==> src/rtl/pbp_pkg.sv <==
package pbp_pkg;
  localparam int unsigned PIX_W = 16;

  typedef enum logic [2:0] {
    WID_8  = 3'd0,
    WID_10 = 3'd1,
    WID_12 = 3'd2,
    WID_14 = 3'd3,
    WID_16 = 3'd4
  } wid_e;

  // keep-mask for a width code; codes past WID_16 take the full bus
  function automatic logic [PIX_W-1:0] wid_mask(input logic [2:0] code);
    int bits;
    logic [PIX_W-1:0] m;
    bits = (code < 3'd4) ? 8 + 2 * int'(code) : int'(PIX_W);
    for (int i = 0; i < int'(PIX_W); i++) m[i] = (i < bits);
    return m;
  endfunction
endpackage

==> src/rtl/pbp_sync.sv <==
module pbp_sync
  import pbp_pkg::*;
#(
  parameter int unsigned DW     = PIX_W,
  parameter int unsigned STAGES = 2
) (
  input  logic          clk,
  input  logic          rst,
  input  logic          fall_sel,
  input  logic          pclk_in,
  input  logic          vs_in,
  input  logic          hs_in,
  input  logic [DW-1:0] d_in,
  output logic [DW-1:0] d_s,
  output logic          vs_s,
  output logic          hs_s,
  output logic          smp_evt,
  output logic          vs_rise,
  output logic          vs_fall,
  output logic          hs_fall
);
  localparam int unsigned BUS_W = DW + 3;
  localparam int unsigned PC_B  = BUS_W - 1;
  localparam int unsigned VS_B  = BUS_W - 2;
  localparam int unsigned HS_B  = BUS_W - 3;

  logic [STAGES-1:0][BUS_W-1:0] stg;
  logic [2:0]                   ctl_d;
  logic [BUS_W-1:0]             tail;

  always_ff @(posedge clk) begin
    if (rst) begin
      stg   <= '0;
      ctl_d <= '0;
    end else begin
      stg[0] <= {pclk_in, vs_in, hs_in, d_in};
      for (int i = 1; i < int'(STAGES); i++) stg[i] <= stg[i-1];
      ctl_d <= tail[PC_B -: 3];
    end
  end

  assign tail = stg[STAGES-1];
  assign d_s  = tail[DW-1:0];
  assign vs_s = tail[VS_B];
  assign hs_s = tail[HS_B];

  // edge flags from the last two synchronised samples of each control pin
  assign smp_evt = fall_sel ? (ctl_d[2] & ~tail[PC_B]) : (tail[PC_B] & ~ctl_d[2]);
  assign vs_rise = tail[VS_B] & ~ctl_d[1];
  assign vs_fall = ctl_d[1] & ~tail[VS_B];
  assign hs_fall = ctl_d[0] & ~tail[HS_B];
endmodule

==> src/rtl/pbp_packer.sv <==
module pbp_packer
  import pbp_pkg::*;
#(
  parameter int unsigned DW     = PIX_W,
  parameter int unsigned WORD_W = 64
) (
  input  logic              clk,
  input  logic              rst,
  input  logic [2:0]        wid,
  input  logic              smp_evt,
  input  logic              vs_s,
  input  logic              hs_s,
  input  logic              vs_fall,
  input  logic [DW-1:0]     d_s,
  output logic              wr_vld,
  output logic [WORD_W-1:0] wr_word
);
  localparam int unsigned BYTE_LANES = WORD_W / 8;
  localparam int unsigned HALF_LANES = WORD_W / DW;
  localparam int unsigned CNT_W      = $clog2(BYTE_LANES);

  logic [WORD_W-1:0] acc_q, acc_n;
  logic [CNT_W-1:0]  cnt_q;
  logic [DW-1:0]     smp;
  logic              narrow, last, take;

  assign narrow = (wid_e'(wid) == WID_8);
  assign smp    = d_s & wid_mask(wid);
  assign take   = smp_evt & vs_s & hs_s;
  assign last   = narrow ? (cnt_q == CNT_W'(BYTE_LANES - 1))
                         : (cnt_q == CNT_W'(HALF_LANES - 1));

  always_comb begin
    acc_n = acc_q;
    if (narrow) acc_n[int'(cnt_q)*8 +: 8] = smp[7:0];
    else        acc_n[int'(cnt_q)*int'(DW) +: DW] = smp;
  end

  always_ff @(posedge clk) begin
    if (rst) begin
      acc_q   <= '0;
      cnt_q   <= '0;
      wr_vld  <= 1'b0;
      wr_word <= '0;
    end else begin
      wr_vld <= 1'b0;
      if (take) begin
        if (last) begin
          wr_vld  <= 1'b1;
          wr_word <= acc_n;
          acc_q   <= '0;
          cnt_q   <= '0;
        end else begin
          acc_q <= acc_n;
          cnt_q <= cnt_q + 1'b1;
        end
      end else if (vs_fall && cnt_q != '0) begin
        wr_vld  <= 1'b1;
        wr_word <= acc_q;
        acc_q   <= '0;
        cnt_q   <= '0;
      end
    end
  end
endmodule

==> src/rtl/pbp_fifo.sv <==
module pbp_fifo #(
  parameter int unsigned WORD_W = 64,
  parameter int unsigned DEPTH  = 16,
  parameter int unsigned LVL_W  = $clog2(DEPTH + 1)
) (
  input  logic              clk,
  input  logic              rst,
  input  logic              wr_vld,
  input  logic [WORD_W-1:0] wr_word,
  input  logic              rd_en,
  input  logic              ovf_clr,
  input  logic [LVL_W-1:0]  thresh,
  output logic [WORD_W-1:0] rd_data,
  output logic [LVL_W-1:0]  level,
  output logic              thr_flag,
  output logic              ovf
);
  localparam int unsigned AW = (DEPTH > 1) ? $clog2(DEPTH) : 1;

  logic [WORD_W-1:0] mem [DEPTH];
  logic [AW-1:0]     wptr, rptr;
  logic [LVL_W-1:0]  level_n, eff_thr;
  logic              full, empty, do_wr, do_rd;

  assign full  = (level == LVL_W'(DEPTH));
  assign empty = (level == '0);
  assign do_wr = wr_vld & ~full;
  assign do_rd = rd_en & ~empty;

  always_comb begin
    if (thresh == '0)                eff_thr = LVL_W'(1);
    else if (thresh > LVL_W'(DEPTH)) eff_thr = LVL_W'(DEPTH);
    else                             eff_thr = thresh;
  end

  always_comb begin
    case ({do_wr, do_rd})
      2'b10:   level_n = level + LVL_W'(1);
      2'b01:   level_n = level - LVL_W'(1);
      default: level_n = level;
    endcase
  end

  // storage port kept reset-free so it maps onto block RAM
  always_ff @(posedge clk) begin
    if (do_wr) mem[wptr] <= wr_word;
  end

  always_ff @(posedge clk) begin
    if (rst)        rd_data <= '0;
    else if (do_rd) rd_data <= mem[rptr];
  end

  always_ff @(posedge clk) begin
    if (rst) begin
      wptr     <= '0;
      rptr     <= '0;
      level    <= '0;
      thr_flag <= 1'b0;
      ovf      <= 1'b0;
    end else begin
      if (do_wr) wptr <= (wptr == AW'(DEPTH - 1)) ? '0 : wptr + 1'b1;
      if (do_rd) rptr <= (rptr == AW'(DEPTH - 1)) ? '0 : rptr + 1'b1;
      level    <= level_n;
      thr_flag <= (level_n >= eff_thr);
      if (wr_vld && full) ovf <= 1'b1;
      else if (ovf_clr)   ovf <= 1'b0;
    end
  end
endmodule

==> src/rtl/pbp_chan.sv <==
module pbp_chan #(
  parameter int unsigned CH_W = 3
) (
  input  logic            clk,
  input  logic            rst,
  input  logic            vs_s,
  input  logic            vs_rise,
  input  logic            hs_fall,
  input  logic [CH_W-1:0] max_idx,
  output logic [CH_W-1:0] chan
);
  always_ff @(posedge clk) begin
    if (rst || vs_rise)        chan <= '0;
    else if (hs_fall && vs_s)  chan <= (chan == max_idx) ? '0 : chan + 1'b1;
  end
endmodule

==> src/rtl/pixbus_packer.sv <==
module pixbus_packer
  import pbp_pkg::*;
#(
  parameter int unsigned DW          = PIX_W,
  parameter int unsigned WORD_W      = 64,
  parameter int unsigned DEPTH       = 16,
  parameter int unsigned CH_W        = 3,
  parameter int unsigned SYNC_STAGES = 2,
  parameter int unsigned LVL_W       = $clog2(DEPTH + 1)
) (
  input  logic              clk,
  input  logic              rst,
  input  logic              pclk_in,
  input  logic              vsync_in,
  input  logic              hsync_in,
  input  logic [DW-1:0]     pix_in,
  input  logic              cfg_fall_edge,
  input  logic [2:0]        cfg_width,
  input  logic [LVL_W-1:0]  cfg_thresh,
  input  logic [CH_W-1:0]   cfg_chan_max,
  input  logic              ovf_clr,
  input  logic              rd_en,
  output logic [WORD_W-1:0] rd_data,
  output logic [LVL_W-1:0]  fifo_level,
  output logic              thresh_flag,
  output logic              ovf_flag,
  output logic [CH_W-1:0]   chan_idx
);
  logic [DW-1:0]     d_s;
  logic              vs_s, hs_s, smp_evt, vs_rise, vs_fall, hs_fall;
  logic              wr_vld;
  logic [WORD_W-1:0] wr_word;

  pbp_sync #(.DW(DW), .STAGES(SYNC_STAGES)) u_sync (
    .clk(clk), .rst(rst), .fall_sel(cfg_fall_edge),
    .pclk_in(pclk_in), .vs_in(vsync_in), .hs_in(hsync_in), .d_in(pix_in),
    .d_s(d_s), .vs_s(vs_s), .hs_s(hs_s), .smp_evt(smp_evt),
    .vs_rise(vs_rise), .vs_fall(vs_fall), .hs_fall(hs_fall)
  );

  pbp_packer #(.DW(DW), .WORD_W(WORD_W)) u_pack (
    .clk(clk), .rst(rst), .wid(cfg_width), .smp_evt(smp_evt),
    .vs_s(vs_s), .hs_s(hs_s), .vs_fall(vs_fall), .d_s(d_s),
    .wr_vld(wr_vld), .wr_word(wr_word)
  );

  pbp_fifo #(.WORD_W(WORD_W), .DEPTH(DEPTH), .LVL_W(LVL_W)) u_fifo (
    .clk(clk), .rst(rst), .wr_vld(wr_vld), .wr_word(wr_word),
    .rd_en(rd_en), .ovf_clr(ovf_clr), .thresh(cfg_thresh),
    .rd_data(rd_data), .level(fifo_level), .thr_flag(thresh_flag), .ovf(ovf_flag)
  );

  pbp_chan #(.CH_W(CH_W)) u_chan (
    .clk(clk), .rst(rst), .vs_s(vs_s), .vs_rise(vs_rise),
    .hs_fall(hs_fall), .max_idx(cfg_chan_max), .chan(chan_idx)
  );
endmodule

==> config.mk <==
export PLATFORM = sky130hd
export DESIGN_NAME = pixbus_packer
export DESIGN_NICKNAME = d
export VERILOG_FILES = /design/src/rtl/pbp_pkg.sv /design/src/rtl/pbp_sync.sv /design/src/rtl/pbp_packer.sv /design/src/rtl/pbp_fifo.sv /design/src/rtl/pbp_chan.sv /design/src/rtl/pixbus_packer.sv
export SDC_FILE = /design/constraint.sdc
export NUM_CORES = 2
export LEC_CHECK = 0
export ABC_AREA = 0
export BUFFER_PORTS_ARGS = -buffer_cell sky130_fd_sc_hd__buf_2
export CORE_ASPECT_RATIO = 0.75
export CORE_MARGIN = 2
export CORE_UTILIZATION = 31
export DETAILED_ROUTE_END_ITERATION = 8
export PLACE_DENSITY = 0.45
export SETUP_SLACK_MARGIN = 0.2
export SLEW_MARGIN = 5
export SYNTH_ARGS = -nofsm -noshare
export SYNTH_HDL_FRONTEND = slang
export SYNTH_SLANG_ARGS = --single-unit
==> constraint.sdc <==
create_clock -name clk -period 8.9 [get_ports clk]
set_input_delay 1.335 -clock clk [delete_from_list [all_inputs] [get_ports clk]]
set_output_delay 1.335 -clock clk [all_outputs]
set_load 0.02 [all_outputs]
Word-level counts from Yosys, hierarchy flattened
Memory sizes are Yosys's and may differ from the RTL's. A register that Yosys moved wholly into a read port is not among the register bits.
Index checks and enable logic that the tools add are counted.

cells by class
  add/sub/neg operators = 9
  $lt $le $gt $ge = 19
  equality and inequality tests = 9
  shift operators = 4
  muxes and demuxes = 28
  bitwise gates (word level) = 17
  reductions and logical operators = 11

operators with widths
  kind                      number
  $mux 64                   7
  $lt 5x32->1 const A       8
  $bwmux 64                 2
  $lt 4x32->1 const A       4
  $lt 3x32->1 const A       2
  $shift 16x33->64 const A  1
  $shift 8x33->64 const A   1
  $shiftx 16x33->64         1
  $shiftx 8x33->64          1
  $neg 6->33                1
  $neg 7->33                1
  $lt 1x32->1 const A       1
  $lt 2x32->1 const A       1
  $mux 32                   1
  $and 16x16->16            1
  $mux 3                    4
  $logic_not 5->1           2
  $mux 5                    2
  $pmux 5 s2                1
  $and 1x1->1               9
  $mux 1                    9
  $add 4x1->4 const B       2
  $eq 4x4->1 const B        2
  $mux 4                    2
  other kinds (21)          31

storage, ports and cells
  register bits = 191
  memory bits (writable) = 1024
  output and inout port bits = 74
  logic and storage cells = 111
  memories kept = 1

memory list
  memory      words  bits a word  read ports  clocked after Yosys merged registers in  wr ports  RTL line        text
  u_fifo.mem  16     64           1           1                                        1         pbp_fifo.sv:20  logic [WORD_W-1:0] mem [DEPTH];

Longest topological paths before layout
  depth after elaboration = 9
  depth in mapped cells = 15

Cells and area by module
A second synthesis with hierarchy kept.

second synthesis, totals
  cell total of the unflattened synthesis = 3030
  area, all modules = 49666.4 um^2

modules (own cells, without submodules)
  module      instances  cells each  area each (um^2)  seq. area each (um^2)
  pbp_fifo    1          2120        41511.1           32331.0
  pbp_packer  1          780         6700.2            2642.5
  pbp_sync    1          108         1252.5            820.8
  pbp_chan    1          22          202.7             60.1

Least setup slack after synthesis
No wires, ideal clock.

  path kind = register to register
  from = register u_fifo.level[0]
  to = memory u_fifo.mem[1][0], enable pin
  data arrival time = 5.621 ns
  slack = 2.715 ns
  cell stages (with the launch flop) = 6
  path buffers = 1
  cells stage by stage = dfxtp_1 > nor4_1 > a21boi_0 > clkbuf_1 > nand2_1 > nor3_1

between the ends
  longest elaborated chain between the ends = 5

ends and longest elaborated chain
  element                       RTL line        text
  from (decl)                   pbp_fifo.sv:14  output logic [LVL_W-1:0] level,
  from (signal assigned)        pbp_fifo.sv:64  level <= level_n;
  $eq 5x5->1                    pbp_fifo.sv:25  assign full = (level == LVL_W'(DEPTH));
  $not 1->1                     pbp_fifo.sv:27  assign do_wr = wr_vld & ~full;
  $and 1x1->1                   pbp_fifo.sv:27
  $mux 1                        pbp_fifo.sv:46  if (do_wr) mem[wptr] <= wr_word;
  $mux 1 (not written as such)  pbp_fifo.sv:46
  to (decl)                     pbp_fifo.sv:20

Every way passes these cells.

Worst setup path in the final report
  from = register u_fifo.level[0]
  to = memory u_fifo.mem[4][41], enable pin

Same word-level chain as after synthesis.

==> results by group <==
Run status
  – Status: finished, final reports clean

Cells and area
  – Fillers: 14600
  – Fraction of layout cells with a size suffix above 1: 22.6%
  – Fin nets: 2886
  – Syn-to-layout area delta: 14.7%
  – Multi-input combinational cell area: 12400 µm²
  – Sequential Area: 35900 µm²
  – Post-route cell area: 56200 µm²
  – Final non-filler cell total: 5047

Timing
  – Max-slew headroom: 19.0%
  – Worst slew pin tran: 1.22 ns
  – Final Cycle Share: 45.4%
  – Tmin final: 4.04 ns
  – Fin Setup TNS: 0 ns
  – Unrepaired setup endpoints after global routing: no
  – Final Hold Viols: 0
  – Achievable Freq: 247 MHz
  – Final WS setup: 4.86 ns
  – Worst Skew: 0.0265 ns
  – Final setup vio count: 0
  – Max-slew violations: 0

Clocking
  – H-tree depth: 4
  – Worst skew pair latency: 0.78 ns
  – Total CTS buffers: 132
  – TritonCTS clock tree: built
  – Hold buffer count at CTS: 0
  – Clock root buffer: clkbuf_16
  – Clock transition at the registers of the reported paths: 0.06 ns
  – Clock Sink Count: 1279
  – CTS resizes: 0
  – Post-CTS setup repair buffer count: 0
  – Clock Path Buffers: 3

GRT
  – Grt peak-use layer: met2
  – Number of global-route vias before repair: 27200
  – GRT Resource Usage Total: 16.5%
  – Largest net degree at the start of global routing: 145
  – GR Overflow Total: 0
  – M2 GR Usage: 24.7%
  – Met1 track utilization from global routing: 24.6%
  – Global-route wire length before repair: 193000 µm
  – Grt met3 use: 2.87%
  – Initial antenna violation count: 9

Routing
  – Wire length per cell: 26.5 µm
  – Initial drt markers: 2368
  – Via count: 26200
  – Drt total wl: 134000 µm
  – Antenna-violating nets left: 0
  – DR DRC count: 0
  – Number of iterations in the first detailed-routing pass: 7
  – DR vias/cell: 5.18

Die
  – Die Area: 161000 µm²
  – Ports: 109
  – Rows: 126
  – Die Wd: 463 µm
  – Die height: 348 µm
  – Initial Util: 31.2%
  – Core area: 157000 µm²

Logic synthesis
  – Post-synth EDFFs: 1024
  – Syn_area_per_cell: 18.1 µm²
  – Seq/Total Area, Yosys: 73.2%
  – Yosys reg bits: 1279
  – Synth Cell Area: 49000 µm²
  – Yosys warnings: 0
  – Post-synth cell types: 78
  – Synth Net Count: 2759
  – Fraction of registers with async set/reset: 0%
  – Synth Flop Type: edfxtp_1
  – Post-Synthesis Cells: 2705

Pwr
  – Combinational group share of total power: 0.5%
  – VDD IR-drop max: 211 µV
  – Clock power frac: 45.4%
  – Sw frac: 20.6%
  – Sequential power share: 54.0%
  – Leak Pwr: 16.6 nW
  – Pwr Density: 210 nW/µm²
  – Total power: 11.8 mW
  – Internal power: 9.38 mW
  – Sw power: 2.43 mW

Job
  – Max-Cap Viols: 0

Worst hold path
  – Min-Delay Path Class: flop to flop

Critical path
  – Critical path arrival: 4.45 ns
  – CP max stage delay: 0.91 ns
  – CP cell instances: nor4_1, a21boi_0, nand2_1, nor2_4, buf_4, buf_4
  – Crit Path Category: flop to flop
  – Crit-path max FO: 32
  – Startpoint types: flop
  – Crit path top cell by count: buf_4
  – Req. time, crit path: 9.31 ns
  – Critical path capture point type: flop
  – CP max stage cell: a21boi_0

Placement
  – Dpl cell area: 52100 µm²
  – Gpl congestion: 0.839
  – Port Buffers: 108
  – Setup WS pre-CTS: 4.64 ns
  – DPL Wire Length: 74900 µm
  – Post-Place Cells: 4810
## power groups by stage
stage                     Sequential (mW)  Clock (mW)  Combinational, mW
final                                6.38        5.37             0.0619
after global routing                 6.38        5.73             0.0681
after CTS                            6.38        5.52             0.0626
after detailed placement             6.51           0             0.0625
after global placement               6.51           0             0.0616
after floorplan                      6.50           0             0.0410
## cell type report
class                           count  area share (%)
Clock buffer                      180            6.42
Antenna cell                        1         0.00445
Sequential cell                  1279            63.8
Clock inverter                     56           0.948
Tap cell                         2112            4.70
Timing Repair Buffer              168            1.84
Multi-Input combinational cell   1215            22.0
Inverter                           36           0.240
## per-stage QoR
stage	utilization [%]	hold slack, ns
after global routing	35.8	0.463
final	35.8	0.442
after CTS	35.8	0.447
after global placement	33.1	0.427
after detailed placement	33.1	0.434
after floorplan	-	0.414
## sequential cells by signal, summed over array words and instances, names as in the netlist, 3 cells and up
name	cells
u_fifo.mem	1024
u_fifo.rptr	4
u_sync.tail	19
u_chan.chan	3
u_pack.wr_word	64
u_pack.acc_q	64
u_fifo.level	5
u_sync.stg	19
u_sync.ctl_d	3
u_fifo.wptr	4
u_pack.cnt_q	3
u_fifo.rd_data	64
## cells by family after synthesis
kind of cell / Yosys count / share of synthesized area (%)
buf+inv: 211 / 1.83
flops: 1279 / 73.2
simple gates: 362 / 3.66
mux: 342 / 13.5
compound gates: 481 / 7.11
xor+xnor: 11 / 0.197
fa+ha+maj: 19 / 0.500
## routing by layer
| metal | vias to the layer above | wire, µm | share of wire (%) |
|---|---|---|---|
| met3 | 154 | 7020 | 5.2 |
| met1 | 14000 | 65000 | 49 |
| li1 | 11200 | - | - |
| met5 | - | 11 | 0.0082 |
| met2 | 752 | 59400 | 44 |
| met4 | 2 | 2560 | 1.9 |
## cell usage in the layout, fill, tap and decap left out, drive strengths merged, types with 4 or more instances in the layout
cell / netlist / routed
a211oi: 32 / 32
a21o: 6 / 6
a21oi: 66 / 66
a221oi: 12 / 12
a22o: 84 / 84
a22oi: 66 / 66
a2bb2oi: 4 / 4
a311oi: 6 / 6
a31o: 8 / 8
a32o: 4 / 4
a32oi: 17 / 17
and2: 4 / 4
buf: 79 / 168
bufinv: 0 / 4
clkbuf: 96 / 180
clkinv: 1 / 44
dfxtp: 255 / 255
edfxtp: 1024 / 1024
ha: 18 / 18
inv: 35 / 44
mux2i: 84 / 84
mux4: 256 / 256
nand2: 91 / 91
nand2b: 22 / 22
nand3: 10 / 10
nor2: 114 / 114
nor2b: 51 / 51
nor3: 46 / 46
o211ai: 17 / 17
o21ai: 104 / 104
o221ai: 8 / 8
o2bb2ai: 12 / 12
o32ai: 16 / 16
or3: 5 / 5
xor2: 9 / 9
## critical path, delay by kind of cell (launching register included)
family / cells / cell delay, ns
AOI/OAI and AO/OA: 1 / 0.91
buffers and inverters: 2 / 1.22
DFF: 1 / 0.45
and+or+nand+nor: 3 / 0.96
## Yosys cell counts, types with 8 or more instances
master | number | area, µm²
clkbuf_1 | 95 | 357
o221ai_1 | 8 | 70.1
nand2b_1 | 22 | 138
nand3_1 | 10 | 50.1
buf_1 | 15 | 56.3
dfxtp_1 | 255 | 5100
a22oi_1 | 66 | 495
o32ai_1 | 16 | 140
nor2_1 | 111 | 417
a22o_1 | 84 | 736
o21ai_0 | 98 | 490
mux4_2 | 256 | 5770
mux2i_1 | 84 | 841
o211ai_1 | 17 | 128
xor2_1 | 9 | 78.8
nor2b_1 | 51 | 319
a31o_2 | 8 | 70.1
buf_2 | 57 | 285
nor3_1 | 41 | 205
nand2_1 | 91 | 342
inv_1 | 34 | 128
a211oi_1 | 32 | 240
edfxtp_1 | 1024 | 30700
a32oi_1 | 17 | 149
a21oi_1 | 63 | 315
ha_1 | 18 | 225
a221oi_1 | 12 | 105
o2bb2ai_1 | 12 | 105
## worst paths after layout
kind | startpoint | end | slack, ns | cells past startpoint
max | u_fifo.level[0]$_SDFF_PP0_ | u_fifo.mem[4][41]$_DFFE_PP_ | 4.86 | 6
min | u_sync.stg[18]$_SDFF_PP0_ | u_sync.tail[18]$_SDFF_PP0_ | 0.44 | 1
max reg2reg | u_fifo.level[0]$_SDFF_PP0_ | u_fifo.mem[4][41]$_DFFE_PP_ | 4.86 | 6
min reg2reg | u_sync.stg[18]$_SDFF_PP0_ | u_sync.tail[18]$_SDFF_PP0_ | 0.44 | 1
(Power assumes the default switching activity.)
